**src/rtl/trc_pkg.sv**
```systemverilog
package trc_pkg;

    typedef enum logic {
        LAYOUT_UNIFORM = 1'b0,
        LAYOUT_COMPACT = 1'b1
    } trc_layout_e;

    // number of chunks needed to hold a value of vw bits
    function automatic int unsigned chunk_count(input int unsigned vw,
                                                input int unsigned fw,
                                                input int unsigned nw);
        if (vw <= fw) return 1;
        return 1 + (vw - fw + nw - 1) / nw;
    endfunction

    // longest code a counter can produce, flag bits included
    function automatic int unsigned coded_max(input int unsigned vw,
                                              input int unsigned fw,
                                              input int unsigned nw);
        return fw + 1 + (chunk_count(vw, fw, nw) - 1) * (nw + 1);
    endfunction

    function automatic int unsigned umax(input int unsigned a, input int unsigned b);
        return (a > b) ? a : b;
    endfunction

endpackage

```
**src/rtl/trc_chunk_coder.sv**
```systemverilog
module trc_chunk_coder #(
    parameter int unsigned VAL_W   = 16,
    parameter int unsigned FIRST_W = 8,
    parameter int unsigned NEXT_W  = 8,
    parameter int unsigned OUT_W   = 24,
    parameter int unsigned LEN_W   = 7
) (
    input  logic [VAL_W-1:0] value,
    output logic [OUT_W-1:0] code,
    output logic [LEN_W-1:0] len
);
    localparam int unsigned N_CH   = trc_pkg::chunk_count(VAL_W, FIRST_W, NEXT_W);
    localparam int unsigned CAP    = FIRST_W + (N_CH - 1) * NEXT_W;
    localparam int unsigned CODE_W = trc_pkg::coded_max(VAL_W, FIRST_W, NEXT_W);

    logic [CAP-1:0]    padded;
    logic [N_CH:0]     live;
    logic [CODE_W-1:0] raw;

    assign padded     = CAP'(value);
    assign live[0]    = 1'b1;
    assign live[N_CH] = 1'b0;

    // a chunk is sent when any bit at or above its start is set
    for (genvar k = 1; k < N_CH; k++) begin : g_live
        localparam int unsigned START = FIRST_W + (k - 1) * NEXT_W;
        assign live[k] = |padded[CAP-1:START];
    end

    for (genvar k = 0; k < N_CH; k++) begin : g_chunk
        localparam int unsigned W   = (k == 0) ? FIRST_W : NEXT_W;
        localparam int unsigned SRC = (k == 0) ? 0 : FIRST_W + (k - 1) * NEXT_W;
        localparam int unsigned DST = (k == 0) ? 0 : FIRST_W + 1 + (k - 1) * (NEXT_W + 1);
        assign raw[DST +: W] = padded[SRC +: W];
        assign raw[DST + W]  = live[k + 1];
    end

    always_comb begin
        len = LEN_W'(FIRST_W + 1);
        for (int k = 1; k < N_CH; k++) begin
            if (live[k]) len = len + LEN_W'(NEXT_W + 1);
        end
    end

    assign code = OUT_W'(raw);

endmodule

```
**src/rtl/trc_msg_packer.sv**
```systemverilog
module trc_msg_packer #(
    parameter int unsigned DCC_W    = 16,
    parameter int unsigned SKIP_W   = 16,
    parameter int unsigned CORE_W   = 2,
    parameter int unsigned LV_W     = 32,
    parameter int unsigned UNI_W    = 8,
    parameter int unsigned CD_FIRST = 4,
    parameter int unsigned CD_NEXT  = 2,
    parameter int unsigned CS_FIRST = 2,
    parameter int unsigned CS_NEXT  = 2,
    parameter int unsigned DCC_MAX  = 23,
    parameter int unsigned SKIP_MAX = 24,
    parameter int unsigned MSG_W    = 81,
    parameter int unsigned LEN_W    = 7
) (
    input  trc_pkg::trc_layout_e layout,
    input  logic [DCC_W-1:0]     dcc,
    input  logic [CORE_W-1:0]    core,
    input  logic [SKIP_W-1:0]    skip,
    input  logic [LV_W-1:0]      lv,
    output logic [MSG_W-1:0]     msg,
    output logic [LEN_W-1:0]     msg_len
);
    logic [DCC_MAX-1:0]  dcc_code_u, dcc_code_c, dcc_code;
    logic [SKIP_MAX-1:0] skip_code_u, skip_code_c, skip_code;
    logic [LEN_W-1:0]    dcc_len_u, dcc_len_c, dcc_len;
    logic [LEN_W-1:0]    skip_len_u, skip_len_c, skip_len;

    trc_chunk_coder #(.VAL_W(DCC_W), .FIRST_W(UNI_W), .NEXT_W(UNI_W),
                      .OUT_W(DCC_MAX), .LEN_W(LEN_W))
        u_dcc_uni (.value(dcc), .code(dcc_code_u), .len(dcc_len_u));

    trc_chunk_coder #(.VAL_W(DCC_W), .FIRST_W(CD_FIRST), .NEXT_W(CD_NEXT),
                      .OUT_W(DCC_MAX), .LEN_W(LEN_W))
        u_dcc_cmp (.value(dcc), .code(dcc_code_c), .len(dcc_len_c));

    trc_chunk_coder #(.VAL_W(SKIP_W), .FIRST_W(UNI_W), .NEXT_W(UNI_W),
                      .OUT_W(SKIP_MAX), .LEN_W(LEN_W))
        u_skip_uni (.value(skip), .code(skip_code_u), .len(skip_len_u));

    trc_chunk_coder #(.VAL_W(SKIP_W), .FIRST_W(CS_FIRST), .NEXT_W(CS_NEXT),
                      .OUT_W(SKIP_MAX), .LEN_W(LEN_W))
        u_skip_cmp (.value(skip), .code(skip_code_c), .len(skip_len_c));

    always_comb begin
        if (layout == trc_pkg::LAYOUT_COMPACT) begin
            dcc_code  = dcc_code_c;
            dcc_len   = dcc_len_c;
            skip_code = skip_code_c;
            skip_len  = skip_len_c;
        end else begin
            dcc_code  = dcc_code_u;
            dcc_len   = dcc_len_u;
            skip_code = skip_code_u;
            skip_len  = skip_len_u;
        end
    end

    // fields laid out back to back, first field at bit 0
    always_comb begin
        msg = MSG_W'(dcc_code);
        msg = msg | (MSG_W'(core) << dcc_len);
        msg = msg | (MSG_W'(skip_code) << (dcc_len + LEN_W'(CORE_W)));
        msg = msg | (MSG_W'(lv) << (dcc_len + LEN_W'(CORE_W) + skip_len));
        msg_len = dcc_len + LEN_W'(CORE_W) + skip_len + LEN_W'(LV_W);
    end

endmodule

```
**src/rtl/trc_slice_shifter.sv**
```systemverilog
module trc_slice_shifter #(
    parameter int unsigned MSG_W  = 81,
    parameter int unsigned LEN_W  = 7,
    parameter int unsigned PORT_W = 8
) (
    input  logic              clk,
    input  logic              rst_n,
    input  logic              load,
    input  logic [MSG_W-1:0]  msg,
    input  logic [LEN_W-1:0]  msg_len,
    output logic              busy,
    output logic [PORT_W-1:0] slice,
    output logic              last
);
    localparam int unsigned N_SL  = (MSG_W + PORT_W - 1) / PORT_W;
    localparam int unsigned BUF_W = N_SL * PORT_W;
    localparam int unsigned CNT_W = $clog2(N_SL + 1);

    typedef struct packed {
        logic             busy;
        logic [BUF_W-1:0] sh;
        logic [CNT_W-1:0] left;
    } ser_t;

    ser_t st_d, st_q;
    logic [CNT_W-1:0] slices_need;

    assign slices_need = CNT_W'((32'(msg_len) + PORT_W - 1) / PORT_W);

    always_comb begin
        st_d = st_q;
        if (st_q.busy) begin
            st_d.sh   = st_q.sh >> PORT_W;
            st_d.left = st_q.left - 1'b1;
            if (st_q.left == CNT_W'(1)) st_d.busy = 1'b0;
        end else if (load) begin
            st_d.busy = 1'b1;
            st_d.sh   = BUF_W'(msg);
            st_d.left = slices_need;
        end
    end

    always_ff @(posedge clk or negedge rst_n) begin
        if (!rst_n) st_q <= '0;
        else        st_q <= st_d;
    end

    assign busy  = st_q.busy;
    assign slice = st_q.sh[PORT_W-1:0];
    assign last  = st_q.busy && (st_q.left == CNT_W'(1));

endmodule

```
**src/rtl/trc_varlen_packer.sv**
```systemverilog
module trc_varlen_packer #(
    parameter int unsigned N_CORES  = 4,
    parameter int unsigned DCC_W    = 16,
    parameter int unsigned SKIP_W   = 16,
    parameter int unsigned LV_W     = 32,
    parameter int unsigned PORT_W   = 8,
    parameter int unsigned UNI_W    = 8,
    parameter int unsigned CD_FIRST = 4,
    parameter int unsigned CD_NEXT  = 2,
    parameter int unsigned CS_FIRST = 2,
    parameter int unsigned CS_NEXT  = 2,
    localparam int unsigned CORE_W  = (N_CORES > 1) ? $clog2(N_CORES) : 1
) (
    input  logic              clk,
    input  logic              rst_n,
    input  logic              cfg_var_mode,
    input  logic              req_valid,
    output logic              req_ready,
    input  logic [DCC_W-1:0]  req_dcc,
    input  logic [CORE_W-1:0] req_core,
    input  logic [SKIP_W-1:0] req_skip,
    input  logic [LV_W-1:0]   req_lv,
    output logic              out_valid,
    output logic [PORT_W-1:0] out_data,
    output logic              out_last
);
    import trc_pkg::*;

    localparam int unsigned DCC_MAX  = umax(coded_max(DCC_W, UNI_W, UNI_W),
                                            coded_max(DCC_W, CD_FIRST, CD_NEXT));
    localparam int unsigned SKIP_MAX = umax(coded_max(SKIP_W, UNI_W, UNI_W),
                                            coded_max(SKIP_W, CS_FIRST, CS_NEXT));
    localparam int unsigned MSG_W    = DCC_MAX + CORE_W + SKIP_MAX + LV_W;
    localparam int unsigned LEN_W    = $clog2(MSG_W + 1);

    trc_layout_e      mode_d, mode_q;
    logic [MSG_W-1:0] msg;
    logic [LEN_W-1:0] msg_len;
    logic             ser_busy;
    logic             accept;

    // layout follows the pin only while reset is held
    always_comb begin
        mode_d = mode_q;
        if (!rst_n) mode_d = trc_layout_e'(cfg_var_mode);
    end

    always_ff @(posedge clk) begin
        mode_q <= mode_d;
    end

    trc_msg_packer #(
        .DCC_W(DCC_W), .SKIP_W(SKIP_W), .CORE_W(CORE_W), .LV_W(LV_W),
        .UNI_W(UNI_W), .CD_FIRST(CD_FIRST), .CD_NEXT(CD_NEXT),
        .CS_FIRST(CS_FIRST), .CS_NEXT(CS_NEXT),
        .DCC_MAX(DCC_MAX), .SKIP_MAX(SKIP_MAX), .MSG_W(MSG_W), .LEN_W(LEN_W)
    ) u_pack (
        .layout (mode_q),
        .dcc    (req_dcc),
        .core   (req_core),
        .skip   (req_skip),
        .lv     (req_lv),
        .msg    (msg),
        .msg_len(msg_len)
    );

    assign req_ready = !ser_busy;
    assign accept    = req_valid && req_ready;

    trc_slice_shifter #(.MSG_W(MSG_W), .LEN_W(LEN_W), .PORT_W(PORT_W)) u_ser (
        .clk    (clk),
        .rst_n  (rst_n),
        .load   (accept),
        .msg    (msg),
        .msg_len(msg_len),
        .busy   (ser_busy),
        .slice  (out_data),
        .last   (out_last)
    );

    assign out_valid = ser_busy;

endmodule

```
**config.mk**
```make
export PLATFORM = sky130hd
export DESIGN_NAME = trc_varlen_packer
export DESIGN_NICKNAME = d
export VERILOG_FILES = /design/src/rtl/trc_pkg.sv /design/src/rtl/trc_chunk_coder.sv /design/src/rtl/trc_msg_packer.sv /design/src/rtl/trc_slice_shifter.sv /design/src/rtl/trc_varlen_packer.sv
export SDC_FILE = /design/constraint.sdc
export NUM_CORES = 1
export LEC_CHECK = 0
export BUFFER_PORTS_ARGS = -buffer_cell sky130_fd_sc_hd__buf_2
export CORE_ASPECT_RATIO = 0.9
export CORE_MARGIN = 3
export CORE_UTILIZATION = 45
export DETAILED_ROUTE_END_ITERATION = 8
export PLACE_DENSITY = 0.69
export SYNTH_ARGS = -nofsm -noshare
export SYNTH_HDL_FRONTEND = slang
export SYNTH_SLANG_ARGS = --single-unit
```
**constraint.sdc**
```tcl
create_clock -name clk -period 7.55 [get_ports clk]
set_clock_uncertainty 0.2 [all_clocks]
set_input_delay 1.51 -clock clk [delete_from_list [all_inputs] [get_ports clk]]
set_output_delay 1.51 -clock clk [all_outputs]
set_load 0.01 [all_outputs]
```
==> results list, run 1 <==
- Largest net degree at the start of global routing: 52
- Status: complete, no violations
- Crit path top cell by count: sky130_fd_sc_hd__ha_4
- The number of different library cells used by synthesis comes to 85.
* Commonest cells after routing, fill and taps aside: sky130_fd_sc_hd__buf_4 (283), sky130_fd_sc_hd__nand2_1 (152), sky130_fd_sc_hd__nor2_1 (116), sky130_fd_sc_hd__a21oi_1 (97), sky130_fd_sc_hd__dfrtp_1 (86)
- Antenna Cells: 0
- The tree built by TritonCTS fans out to 87 sinks.
- After detailed routing, the number of vias per cell comes to 6.90.
- Cell type contributing the most total cell area after synthesis: sky130_fd_sc_hd__dfrtp_1
- Power spread over the standard cell area amounts to 278 mW/mm^2.
* Total Negative Setup Slacks: 0 ps
- The startpoint identified for the worst register-to-register timing path is mode_q$_DFFE_PN_.
- Global routing usage on met1: 59.0%
- For the worst setup path, the data arrival time is 7480 ps.
* Total routed wirelength: 52.7 mm
* Iter 0 DRT Violations: 2,038
- # setup viols final: 0
- Power share of the sequential group: 20.0%
* Rel. slew slack: 23.4%
* Number of warnings issued by yosys: 0
- After synthesis, the share of flip-flops with an asynchronous set or reset is 98.9%.
- Clock network power share: 11.7%
* Post-route clock period utilization: 98.6%
* Crit Reg-Reg Endpoint: u_ser.st_q[64]$_DFFE_PN0P_
- Clock slew seen by the registers of the worst setup and hold paths: 80 ps
- The die is 151 um tall.
- Max Buffers Root-to-Sink: 2
* CP max stage cell: sky130_fd_sc_hd__fa_2
- Among all flip-flop cells after synthesis, the most frequent one is sky130_fd_sc_hd__dfrtp_1.
* Hold Crit Start: u_ser.st_q[84]$_DFFE_PN0P_
* CP max FO: 12
- Sorting the synthesized cells by area gives the leading types as sky130_fd_sc_hd__dfrtp_1 (20%), sky130_fd_sc_hd__mux4_2 (7.3%), sky130_fd_sc_hd__mux2i_1 (7.1%), sky130_fd_sc_hd__nand2_1 (5.7%), sky130_fd_sc_hd__a21oi_1 (5.1%).
- Net switching is 47.9% of the power.
- Final estimated routing congestion in global placement: 1.07
* TritonCTS clock tree: built
- Cells with a size suffix above 1 make up 37.9% of the layout.
* Cell area after placement: 0.0133 mm^2
* Switching power: 1.91 mW
- After synthesis the netlist holds a flip-flop and latch count of 87.
* Die area: 0.0253 mm^2
- Highest clock frequency the design can meet: 134 MHz
- DP Wirelength: 41.1 mm
* Leading cell type in the layout, fill and taps excluded: sky130_fd_sc_hd__buf_4
- Routing usage on met3: 14.0%
* Worst Max-Slew Pin Slew: 1150 ps
* Number of cells on the worst hold path: 2
- Hold is met by 297 ps.
* Design internal power: 2.07 mW
* Reg-to-reg slack, setup: 2210 ps
- Setup repair after global routing could not meet its margin everywhere.
- Standard-cell rows: 52
- Number of nets in the synthesized netlist: 1,436
* Hold crit path type: flop to flop
* Max-cap violation count: 0
- Detail-routed net length per standard cell: 27.4 um
* CP required: 7590 ps
- Endpoint of the worst hold path: u_ser.st_q[76]$_DFFE_PN0P_
* Number of CTS-inserted buffers: 9
- The synthesized design devotes to its leading area cell type 20.5% of total area.
* Clock root buffer: sky130_fd_sc_hd__clkbuf_16
- Aggregate global routing overflow: 0
- Synthesized area per cell: 7.82 um^2
* Via Count: 13,300
- Core area: 0.0227 mm^2
- STA classifies the critical path startpoint as an input port.
* Fin nets: 1,710
* Leakage power total: 5.97 nW
* Maximum vdd drop: 0.354 mV
- Number of remaining DRC errors: 0
- With fillers left out, the area of the finished cells amounts to 0.0143 mm^2.
* Total instance count after detailed placement: 1,888
- Post-synthesis instance area: 0.0105 mm^2
- Met2 Usage GRT: 55.6%
- Min Clock Period, post-route: 7440 ps
- Number of hold violations in the final report: 0
- Once layout is complete, the cells apart from fillers number 1,922.
* Number of nets with antenna violations after detailed routing: 0
- Number of global-route vias before repair: 12,300
- Counting flops with a built-in enable in the synthesized netlist gives 1.
- Sequential-to-total area share from yosys stat: 20.7%
- Once the floorplan was initialized, standard cells occupied 46.3% of the core.
* Number of pins exceeding their max-slew limit in the final report: 0
- The first global-routing pass estimated 78.0 mm of wire.
* CTS Hold Bufs: 0
* Boundary Pins: 81
- The largest single stage delay on the critical path is 650 ps.
- Cell count after synthesis: 1,346
- Critical path capture point type: flop
- The H-tree was split into 3 levels.
- Buf/Inv on CP: 6
* Depth of the most critical reg-to-reg path: 20
- Insertion delay of the later-clocked pin in the worst-skew pair: 360 ps
* First-pass detailed-route iteration total: 5
- Initial antenna violation count: 0
- By startpoint and endpoint, the worst setup path is classified as input port to flop.
* GRT Resource Usage Total: 40.4%
- Die X-Extent: 167 um
- Combinational share of power: 68.2%
* Busiest layer in global routing: met1
* Top cell family by delay on the critical path: adder cells
* Count of input and output buffers: 80
* Fin util: 62.9%
* Synth-to-Final Area Change: 35.8%
==> Yosys cell counts (9+ instances only) <==
library cell,count
sky130_fd_sc_hd__a32oi_1,9
sky130_fd_sc_hd__a22oi_1,21
sky130_fd_sc_hd__xnor2_1,17
sky130_fd_sc_hd__o211ai_1,13
sky130_fd_sc_hd__nor4_1,12
sky130_fd_sc_hd__dfrtp_1,86
sky130_fd_sc_hd__nand2_1,160
sky130_fd_sc_hd__a22o_1,9
sky130_fd_sc_hd__or3_1,10
sky130_fd_sc_hd__nand2b_1,10
sky130_fd_sc_hd__a211oi_1,28
sky130_fd_sc_hd__nor3_1,36
sky130_fd_sc_hd__o22ai_1,72
sky130_fd_sc_hd__mux2_2,28
sky130_fd_sc_hd__a21oi_1,108
sky130_fd_sc_hd__ha_1,19
sky130_fd_sc_hd__mux4_2,34
sky130_fd_sc_hd__clkbuf_1,76
sky130_fd_sc_hd__a221oi_1,40
sky130_fd_sc_hd__o21ai_0,62
sky130_fd_sc_hd__nand3_1,37
sky130_fd_sc_hd__buf_4,12
sky130_fd_sc_hd__buf_2,14
sky130_fd_sc_hd__mux2i_1,75
sky130_fd_sc_hd__inv_1,30
sky130_fd_sc_hd__nor2_1,124
sky130_fd_sc_hd__a221o_1,10
sky130_fd_sc_hd__a31oi_1,20
sky130_fd_sc_hd__o221ai_1,17
==> logic make-up after synthesis <==
kind of cell	after synthesis	synth area share, %
buffers and inverters	145	5.98
adders and majority gates	20	2.45
DFF	87	20.7
xor gates and xnor gates	25	2.15
and+or+nand+nor	445	19.4
AOI/OAI and AO/OA	486	31.7
muxes	138	17.6
==> flip-flops by register name (all words and copies together) (netlist names) <==
| register | flops |
|---|---|
| u_ser.busy | 1 |
| mode_q | 1 |
| u_ser.st_q | 77 |
| u_ser.slice | 8 |
==> metrics by stage <==
stage / power (mW) / setup WS [ps]
6_report: 3.98 / 107
5_1_grt: 4.15 / -54.9
4_1_cts: 3.78 / -24.4
3_5_place_dp: 3.22 / -738
3_3_place_gp: 3.19 / -490
2_1_floorplan: 2.19 / -6.37
==> timing repair <==
action / CTS / global route
resized for setup: 48 / 87
cloned: 2 / 0
endpoints found under the setup margin: 73 / 82
buffers inserted: 9 / 9
pin swaps: 7 / 35
==> power groups by stage <==
| stage | Combinational, mW | Clock, mW | Sequential, mW |
|---|---|---|---|
| CTS | 2.54 | 0.459 | 0.789 |
| global placement | 2.40 | 0 | 0.791 |
| global route | 2.87 | 0.478 | 0.809 |
| detailed placement | 2.43 | 0 | 0.795 |
| floorplan | 1.43 | 0 | 0.751 |
| finish | 2.71 | 0.467 | 0.797 |
==> worst max-delay path by stage <==
stage / start / end / cells after the start
2_1_floorplan: req_dcc[15] / u_ser.st_q[35]$_DFFE_PN0P_ / 33
3_3_place_gp: req_skip[7] / u_ser.st_q[35]$_DFFE_PN0P_ / 29
3_5_place_dp: req_skip[7] / u_ser.st_q[19]$_DFFE_PN0P_ / 31
4_1_cts: req_skip[15] / u_ser.st_q[32]$_DFFE_PN0P_ / 32
5_1_grt: req_skip[13] / u_ser.st_q[62]$_DFFE_PN0P_ / 30
6_report: req_skip[13] / u_ser.st_q[55]$_DFFE_PN0P_ / 26
==> worst min-delay path, cell delays in order (launching register included) <==
cell                      delay, ps
sky130_fd_sc_hd__dfrtp_1        350
sky130_fd_sc_hd__nand2_1         60
sky130_fd_sc_hd__o31ai_1         50
==> layer usage <==
metal,wire (um),part of all wire (%),vias to the layer above
met2,20700,39,1014
li1,-,-,5752
met5,0,0,-
met4,2290,4.3,0
met3,7430,14,163
met1,22300,42,6341
==> area by class of cell <==
type,count,area [um^2]
clock inverters,7,63.8
multi-input cells,1114,8520
fillers,2042,8420
clock buffers,9,225
inverters,32,129
flip-flops and latches,87,2180
repair buffers,376,2800
well taps,297,372
No activity file was read; power rests on OpenSTA's default activity.
==> run 2: changes to the inputs <==
--- a/config.mk
+++ b/config.mk
@@ -6,7 +6,7 @@
 export NUM_CORES = 1
 export LEC_CHECK = 0
 export BUFFER_PORTS_ARGS = -buffer_cell sky130_fd_sc_hd__buf_2
-export CORE_ASPECT_RATIO = 0.9
+export CORE_ASPECT_RATIO = 1.2
 export CORE_MARGIN = 3
 export CORE_UTILIZATION = 45
 export DETAILED_ROUTE_END_ITERATION = 8
==> constraint.sdc (replaced) <==
create_clock -name clk -period 9.39 [get_ports clk]
set_clock_uncertainty 0.2 [all_clocks]
set_input_delay 1.878 -clock clk [delete_from_list [all_inputs] [get_ports clk]]
set_output_delay 1.878 -clock clk [all_outputs]
set_load 0.01 [all_outputs]
==> results list, run 2 (synthesis gave the netlist of run 1 again) <==
- The number of buffers added on ports was 80 (unchanged).
- Sink count of the clock tree: 87 (unchanged)
* CP max stage cell: sky130_fd_sc_hd__fa_1
- Number of cells on the worst hold path: 2 (unchanged)
- STA classifies the critical path startpoint as an input port.
- The count of filler cells inserted in the layout came to 2,267 (+11%).
- Multi-input gate area: 0.00782 mm^2 (-8.2%)
- The maximum fanout encountered on the critical timing path is 38 (+26).
- Aggregate global routing overflow: 0 (unchanged)
- Crit Reg-Reg Endpoint: u_ser.slice[7]$_DFFE_PN0P_
- Worst setup path class: input port to flop
- Maximum vdd drop: 0.155 mV (-56%)
- The largest incremental delay on the critical path is 560 ps (-90 ps).
- Ranked by flip-flop count, first place goes to u_ser.st_q.
- The initial antenna violation count was 1 (+1).
- Global-route wire length before repair: 72.5 mm (-7.0%)
- The sequential cell area in the final layout is 0.00218 mm^2 (unchanged).
- The layout cell share with drive strength beyond 1 came to 19.5% (-18 points).
- Insertion delay of the later-clocked pin in the worst-skew pair: 360 ps (about the same)
- In this design, the critical path's most frequently occurring cell is sky130_fd_sc_hd__ha_1.
- Endpoint of the worst hold path: u_ser.st_q[76]$_DFFE_PN0P_
- The headroom to the max-slew limit is 26.5% (+3.1 points).
- Final-layout worst hold slack: 280 ps (-17.7 ps)
- The number of endpoints with negative hold slack in the final report came to 0 (unchanged).
- First-pass detailed-route iteration total: 6 (+1)
- The worst hold path belongs to the class flop to flop.
- The measured slew at the worst slew-check pin came to 1090 ps (-58.5 ps).
* Max-cap violation count: 0 (unchanged)
* Max Buffers Root-to-Sink: 2 (unchanged)
- The count of boundary I/O pins came to 81 (unchanged).
- The post-detailed-route DRC marker count is 0 (unchanged).
- Clock root buffer: sky130_fd_sc_hd__clkbuf_16
- The number of nets with antenna violations after routing is 0 (unchanged).
* Standard-cell rows: 60 (+15%)
- The core area came to 0.0227 mm^2 (-0.15%).
- The total detailed-routing wirelength was 48.8 mm (-7.5%).
- TritonCTS clock tree: built
- Depth of the most critical reg-to-reg path: 18 (-10%)
* Die X-Extent: 146 um (-13%)
* Critical path capture point type: flop
- CP required: 9460 ps (+1870 ps)
- Number of vias per cell after detailed routing: 7.15 (+3.5%)
* Number of global-route vias before repair: 11,200 (-9.0%)
- The power per unit of standard cell area is 235 mW/mm^2 (-16%).
- CTS Hold Bufs: 0 (unchanged)
- The reg2reg setup slack is 3380 ps (+1170 ps).
- The worst register-to-register path begins at mode_q$_DFFE_PN_.
- Unrepaired setup endpoints after global routing: no
- Number of levels in the clock H-tree: 3 (unchanged)
- Worst path arrival time: 9090 ps (+1610 ps)
- For the finished layout, the period the worst path requires is 9020 ps.
- The average detailed-routed wire length per instance is 28.6 um (+4.2%).
- The number of nets in the layout is 1,481 (-13%).
- Die area: 0.0253 mm^2 (about the same)
- The flip-flop count of the largest register, all copies and words added is 77 (unchanged).
* Number of CTS-inserted buffers: 9 (unchanged)
* Post-route clock period utilization: 96.1%
- The count of final setup violators is 0 (unchanged).
- The worst hold path begins at u_ser.st_q[84]$_DFFE_PN0P_.
- Total Negative Setup Slacks: 0 ps (unchanged)
* Final estimated routing congestion in global placement: 1.05 (-1.7%)
- Number of pins exceeding their max-slew limit in the final report: 0 (unchanged)
- The number of DRC violations after detailed-routing iteration 0 came to 1,725 (-15%).
- The height of the die came to 174 um (+15%).
- In the layout the commonest cells are sky130_fd_sc_hd__nand2_1 (160), sky130_fd_sc_hd__nor2_1 (123), sky130_fd_sc_hd__a21oi_1 (108), sky130_fd_sc_hd__dfrtp_1 (86), sky130_fd_sc_hd__buf_2 (79).
- The clock transition at the registers of the reported paths was 70 ps (about the same).
* Initial standard-cell utilization of the core: 46.4% (+0.072 points)
* Leakage power total: 4.71 nW (-21%)
- GRT Resource Usage Total: 37.1% (-3.3 points)
- Based on the critical path, the design can be clocked at up to 111 MHz.
* Largest net degree at the start of global routing: 72 (+38%)
- The half-perimeter wire length after detailed placement came to 37.6 mm (-8.7%).
- Antenna Cells: 0 (unchanged)
- Top cell family by delay on the critical path: adder cells
- The run finished with clean final reports.
* Leading cell type in the layout, fill and taps excluded: sky130_fd_sc_hd__nand2_1
- Synth-to-Final Area Change: 11.9%
* Buf/Inv on CP: 5 (-1)
- Via Count: 12,200 (-8.1%)
## run 2: through the flow
stage,util (%),setup WS [ps],power [mW],cell area (um^2),instances
detailed placement,50.4,186,2.31,11400,1690
global route,51.9,5.03,2.89,11800,1706
global placement,50.4,148,2.31,11400,1690
finish,51.9,366,2.77,11800,1706
CTS,51.8,519,2.70,11700,1706
floorplan,-,376,1.73,10500,1346
## run 2: worst max-delay path by stage
stage                       startpoint                    endpoint  slack [ps]  depth (start not counted)
final                     req_skip[15]  u_ser.st_q[60]$_DFFE_PN0P_         370                         29
after global routing      req_skip[15]  u_ser.slice[3]$_DFFE_PN0P_           5                         30
after CTS                 req_skip[15]  u_ser.st_q[35]$_DFFE_PN0P_         520                         30
after detailed placement  req_skip[15]  u_ser.st_q[35]$_DFFE_PN0P_         190                         30
after global placement    req_skip[15]  u_ser.st_q[41]$_DFFE_PN0P_         150                         30
after floorplan            req_dcc[15]  u_ser.st_q[36]$_DFFE_PN0P_         380                         34
## run 2: timing repair
action,4_1_cts,5_1_grt
endpoints found under the setup margin,0,9
buffers inserted,0,0
gates resized for setup,0,7
## run 2: routing by layer
| metal | track usage [%] | up-vias | routed length (um) |
|---|---|---|---|
| met2 | 57.1 | 829 | 21500 |
| met1 | 51.0 | 5913 | 19500 |
| li1 | - | 5295 | - |
| met4 | 19.7 | 2 | 3010 |
| met3 | 4.58 | 151 | 4640 |
| met5 | 0 | - | 12 |
## run 2: report_power, final
part,leakage (nW),internal (mW),switching [mW]
Combinational,3.46,0.637,1.10
Sequential,1.11,0.534,0.111
Clock,0.149,0.212,0.178
## run 2: cell type report
class,count,share of cell area (%)
clock buffer,9,1.91
clock inverter,7,0.712
inverter,32,1.02
multi-input combinational,1114,66.4
sequential,87,18.5
tap,310,3.29
timing repair buffer,147,8.12
## run 2: worst register-to-register path: cells and delay by family, from the launching register on
family                   cells  cell delay [ps]
adder cells (fa/ha/maj)      2              730
XOR/XNOR                     1              200
buffers and inverters        3              810
AO/OA/AOI/OAI                7             2640
flip-flops                   1              340
AND/OR/NAND/NOR              5             1040
==> run 3: changes to the inputs <==
--- a/config.mk
+++ b/config.mk
@@ -8,9 +8,9 @@
 export BUFFER_PORTS_ARGS = -buffer_cell sky130_fd_sc_hd__buf_2
 export CORE_ASPECT_RATIO = 1.2
 export CORE_MARGIN = 3
-export CORE_UTILIZATION = 45
+export CORE_UTILIZATION = 40
 export DETAILED_ROUTE_END_ITERATION = 8
-export PLACE_DENSITY = 0.69
+export PLACE_DENSITY = 0.63
 export SYNTH_ARGS = -nofsm -noshare
 export SYNTH_HDL_FRONTEND = slang
 export SYNTH_SLANG_ARGS = --single-unit
==> results list, run 3 (synthesis gave the netlist of run 1 again) <==
- Status: finished with violations
- The checks that failed: DRC.
- The count of inserted antenna diode cells is 0 (unchanged).
* Post-CTS Setup Inserts: 0 (unchanged)
- The power per unit of standard cell area is 237 mW/mm^2 (+0.58%).
* Clock slew seen by the registers of the worst setup and hold paths: 70 ps (about the same)
- The count of final setup violators is 0 (unchanged).
- Fin util: 46.2% (-5.8 points)
- The arrival time at the worst endpoint is 8960 ps (-130 ps).
- Worst setup path class: input port to flop
- STA classifies the critical path endpoint as a flop.
- The layout cell share with drive strength beyond 1 came to 19.9% (+0.43 points).
- Signal routing reaches up to met4.
- Die X-Extent: 154 um (+5.8%)
- The number of nets with antenna violations after routing came to 0 (unchanged).
* Detail-routed net length per standard cell: 28.9 um (+1.1%)
- The final max-slew violation count is 0 (unchanged).
- Iter 0 DRT Violations: 1,506 (-13%)
- Total routed wirelength: 50.2 mm (+2.9%)
* First-pass detailed-route iteration total: 7 (+1)
* Insertion delay of the later-clocked pin in the worst-skew pair: 350 ps (about the same)
- The number of global-route vias before repair came to 11,500 (+3.2%).
- Post-route clock period utilization: 95.2% (-0.91 points)
- Total Negative Setup Slacks: 0 ps (unchanged)
- Final estimated routing congestion in global placement: 1.05 (-0.49%)
- The height of the die was 184 um (+5.9%).
* Number of CTS-inserted buffers: 9 (unchanged)
- Sink count of the clock tree: 87 (unchanged)
- The cell that appears most often on the critical path is sky130_fd_sc_hd__ha_1.
* Global-route wire length before repair: 75.9 mm (+4.6%)
- The headroom to the max-slew limit was 31.1% (+4.6 points).
- The reg2reg setup slack is 3550 ps (+170 ps).
- GRT Resource Usage Total: 34.7% (-2.3 points)
- The worst IR drop on VDD is 0.0967 mV (-37%).
- Max Buffers Root-to-Sink: 2 (unchanged)
- DRT met1 WL: 20.9 mm (+7.2%)
* Boundary Pins: 81 (unchanged)
* Highest clock frequency the design can meet: 112 MHz (+0.95%)
* Max FFs per register: 77 (unchanged)
* CP max stage cell: sky130_fd_sc_hd__fa_1
- Commonest cells after routing, fill and taps aside: sky130_fd_sc_hd__nand2_1 (159), sky130_fd_sc_hd__nor2_1 (124), sky130_fd_sc_hd__a21oi_1 (108), sky130_fd_sc_hd__dfrtp_1 (86), sky130_fd_sc_hd__buf_2 (79)
- The starting utilization of the core area was 40.9% (-5.5 points).
- The routed wire length on met2 came to 22.5 mm (+4.3%).
- Largest net degree at the start of global routing: 72 (unchanged)
- The number of endpoints with negative hold slack in the final report came to 0 (unchanged).
- Kind of start point of the critical path: input port
- The number of levels in the clock H-tree was 3 (unchanged).
- Unrepaired setup endpoints after global routing: no
- Min Clock Period, post-route: 8940 ps (-85.1 ps)
* Aggregate global routing overflow: 0 (unchanged)
- From synthesis to final layout, the design area changed by 12.8%.
- The required time of the critical path was 9410 ps (-50 ps).
- Count of input and output buffers: 80 (unchanged)
- Reg with most FFs: u_ser.st_q
- Initial antenna violation count: 0 (-1)
* Die area: 0.0283 mm^2 (+12%)
- The number of nets in the layout is 1,491 (+0.68%).
- The count of filler cells inserted in the layout is 2,651 (+17%).
* DP Wirelength: 39.1 mm (+4.1%)
- Leaving out fill and tap cells, the most frequent cell in the layout is sky130_fd_sc_hd__nand2_1.
- CP max FO: 38 (unchanged)
- Longest individual stage delay on the worst path: 560 ps (about the same)
* Worst Max-Slew Pin Slew: 1030 ps (-61.1 ps)
- CTS placed an instance of sky130_fd_sc_hd__clkbuf_16 at the clock tree root.
- The cell leakage power came to 4.78 nW (+1.4%).
* Via Count: 12,100 (-0.92%)
- The number of rows in the core area is 64 (+6.7%).
* WL met3: 4.23 mm (-8.7%)
- The final hold slack was 291 ps (+11.2 ps).
- TritonCTS clock tree: built
- Max-cap violation count: 0 (unchanged)
- The core area came to 0.0257 mm^2 (+13%).
* Number of vias per cell after detailed routing: 6.96 (-2.6%)
- Hold crit path type: flop to flop
* Number of remaining DRC errors: 1 (+1)
-- run 3: cell types whose count changed in the layout (fill, tap and decap cells not counted), sizes merged --
cell / change
buf: +10
inv: -2
bufinv: +2
clkinv: +1
clkinvlp: -1
-- run 3: path summary, 6_finish.rpt --
path / from / to / cells after the start
max in group asynchronous: rst_n / u_ser.st_q[77]$_DFFE_PN0P_ / 2
setup reg to reg: mode_q$_DFFE_PN_ / u_ser.st_q[73]$_DFFE_PN0P_ / 19
min in group asynchronous: rst_n / u_ser.st_q[49]$_DFFE_PN0P_ / 1
setup / recovery: req_skip[11] / u_ser.st_q[25]$_DFFE_PN0P_ / 29
hold reg to reg: u_ser.st_q[84]$_DFFE_PN0P_ / u_ser.st_q[76]$_DFFE_PN0P_ / 2
hold / removal: u_ser.st_q[84]$_DFFE_PN0P_ / u_ser.st_q[76]$_DFFE_PN0P_ / 2
-- run 3: where the power goes --
part,switching (mW),internal [mW],total [mW]
Clock,0.162,0.261,0.423
Combinational,1.10,0.645,1.75
Sequential,0.102,0.534,0.636
Total,1.37,1.44,2.81
-- run 3: repair_timing --
| item | 4_1_cts | 5_1_grt |
|---|---|---|
| endpoints found under the setup margin | 0 | 3 |
| resized for setup | 0 | 2 |
| endpoints found under the hold margin | 0 | 0 |
| hold buffers | 0 | 0 |
-- run 3: per-layer routing --
layer	up-vias	GRT usage (%)
li1	5320	-
met1	5939	48.6
met2	691	54.4
met3	128	4.36
met4	0	14.6
met5	-	0
-- run 3: stage by stage --
step,cell area (um^2),power [mW],std cells,setup slack (ps)
after global placement,11500,2.34,1720,157
after CTS,11900,2.76,1736,494
after global routing,11900,2.96,1736,8.51
after floorplan,10500,1.73,1346,376
final,11900,2.81,1736,452
after detailed placement,11500,2.34,1720,144
-- run 3: cell type report --
| cell class | count | area (um^2) | area share, % |
|---|---|---|---|
| inverter | 32 | 120 | 1.01 |
| tap | 330 | 413 | 3.48 |
| clock buffer | 9 | 225 | 1.90 |
| multi-input combinational | 1114 | 7800 | 65.7 |
| timing repair buffer | 157 | 1010 | 8.48 |
| clock inverter | 7 | 118 | 0.991 |
| sequential | 87 | 2180 | 18.4 |
-- run 3: worst max-delay path, delay by kind of cell --
kind,cells,cell delay [ps]
fa+ha+maj,6,2170
mux,5,1420
compound gates,7,1660
simple gates,5,1110
buf+inv,6,690
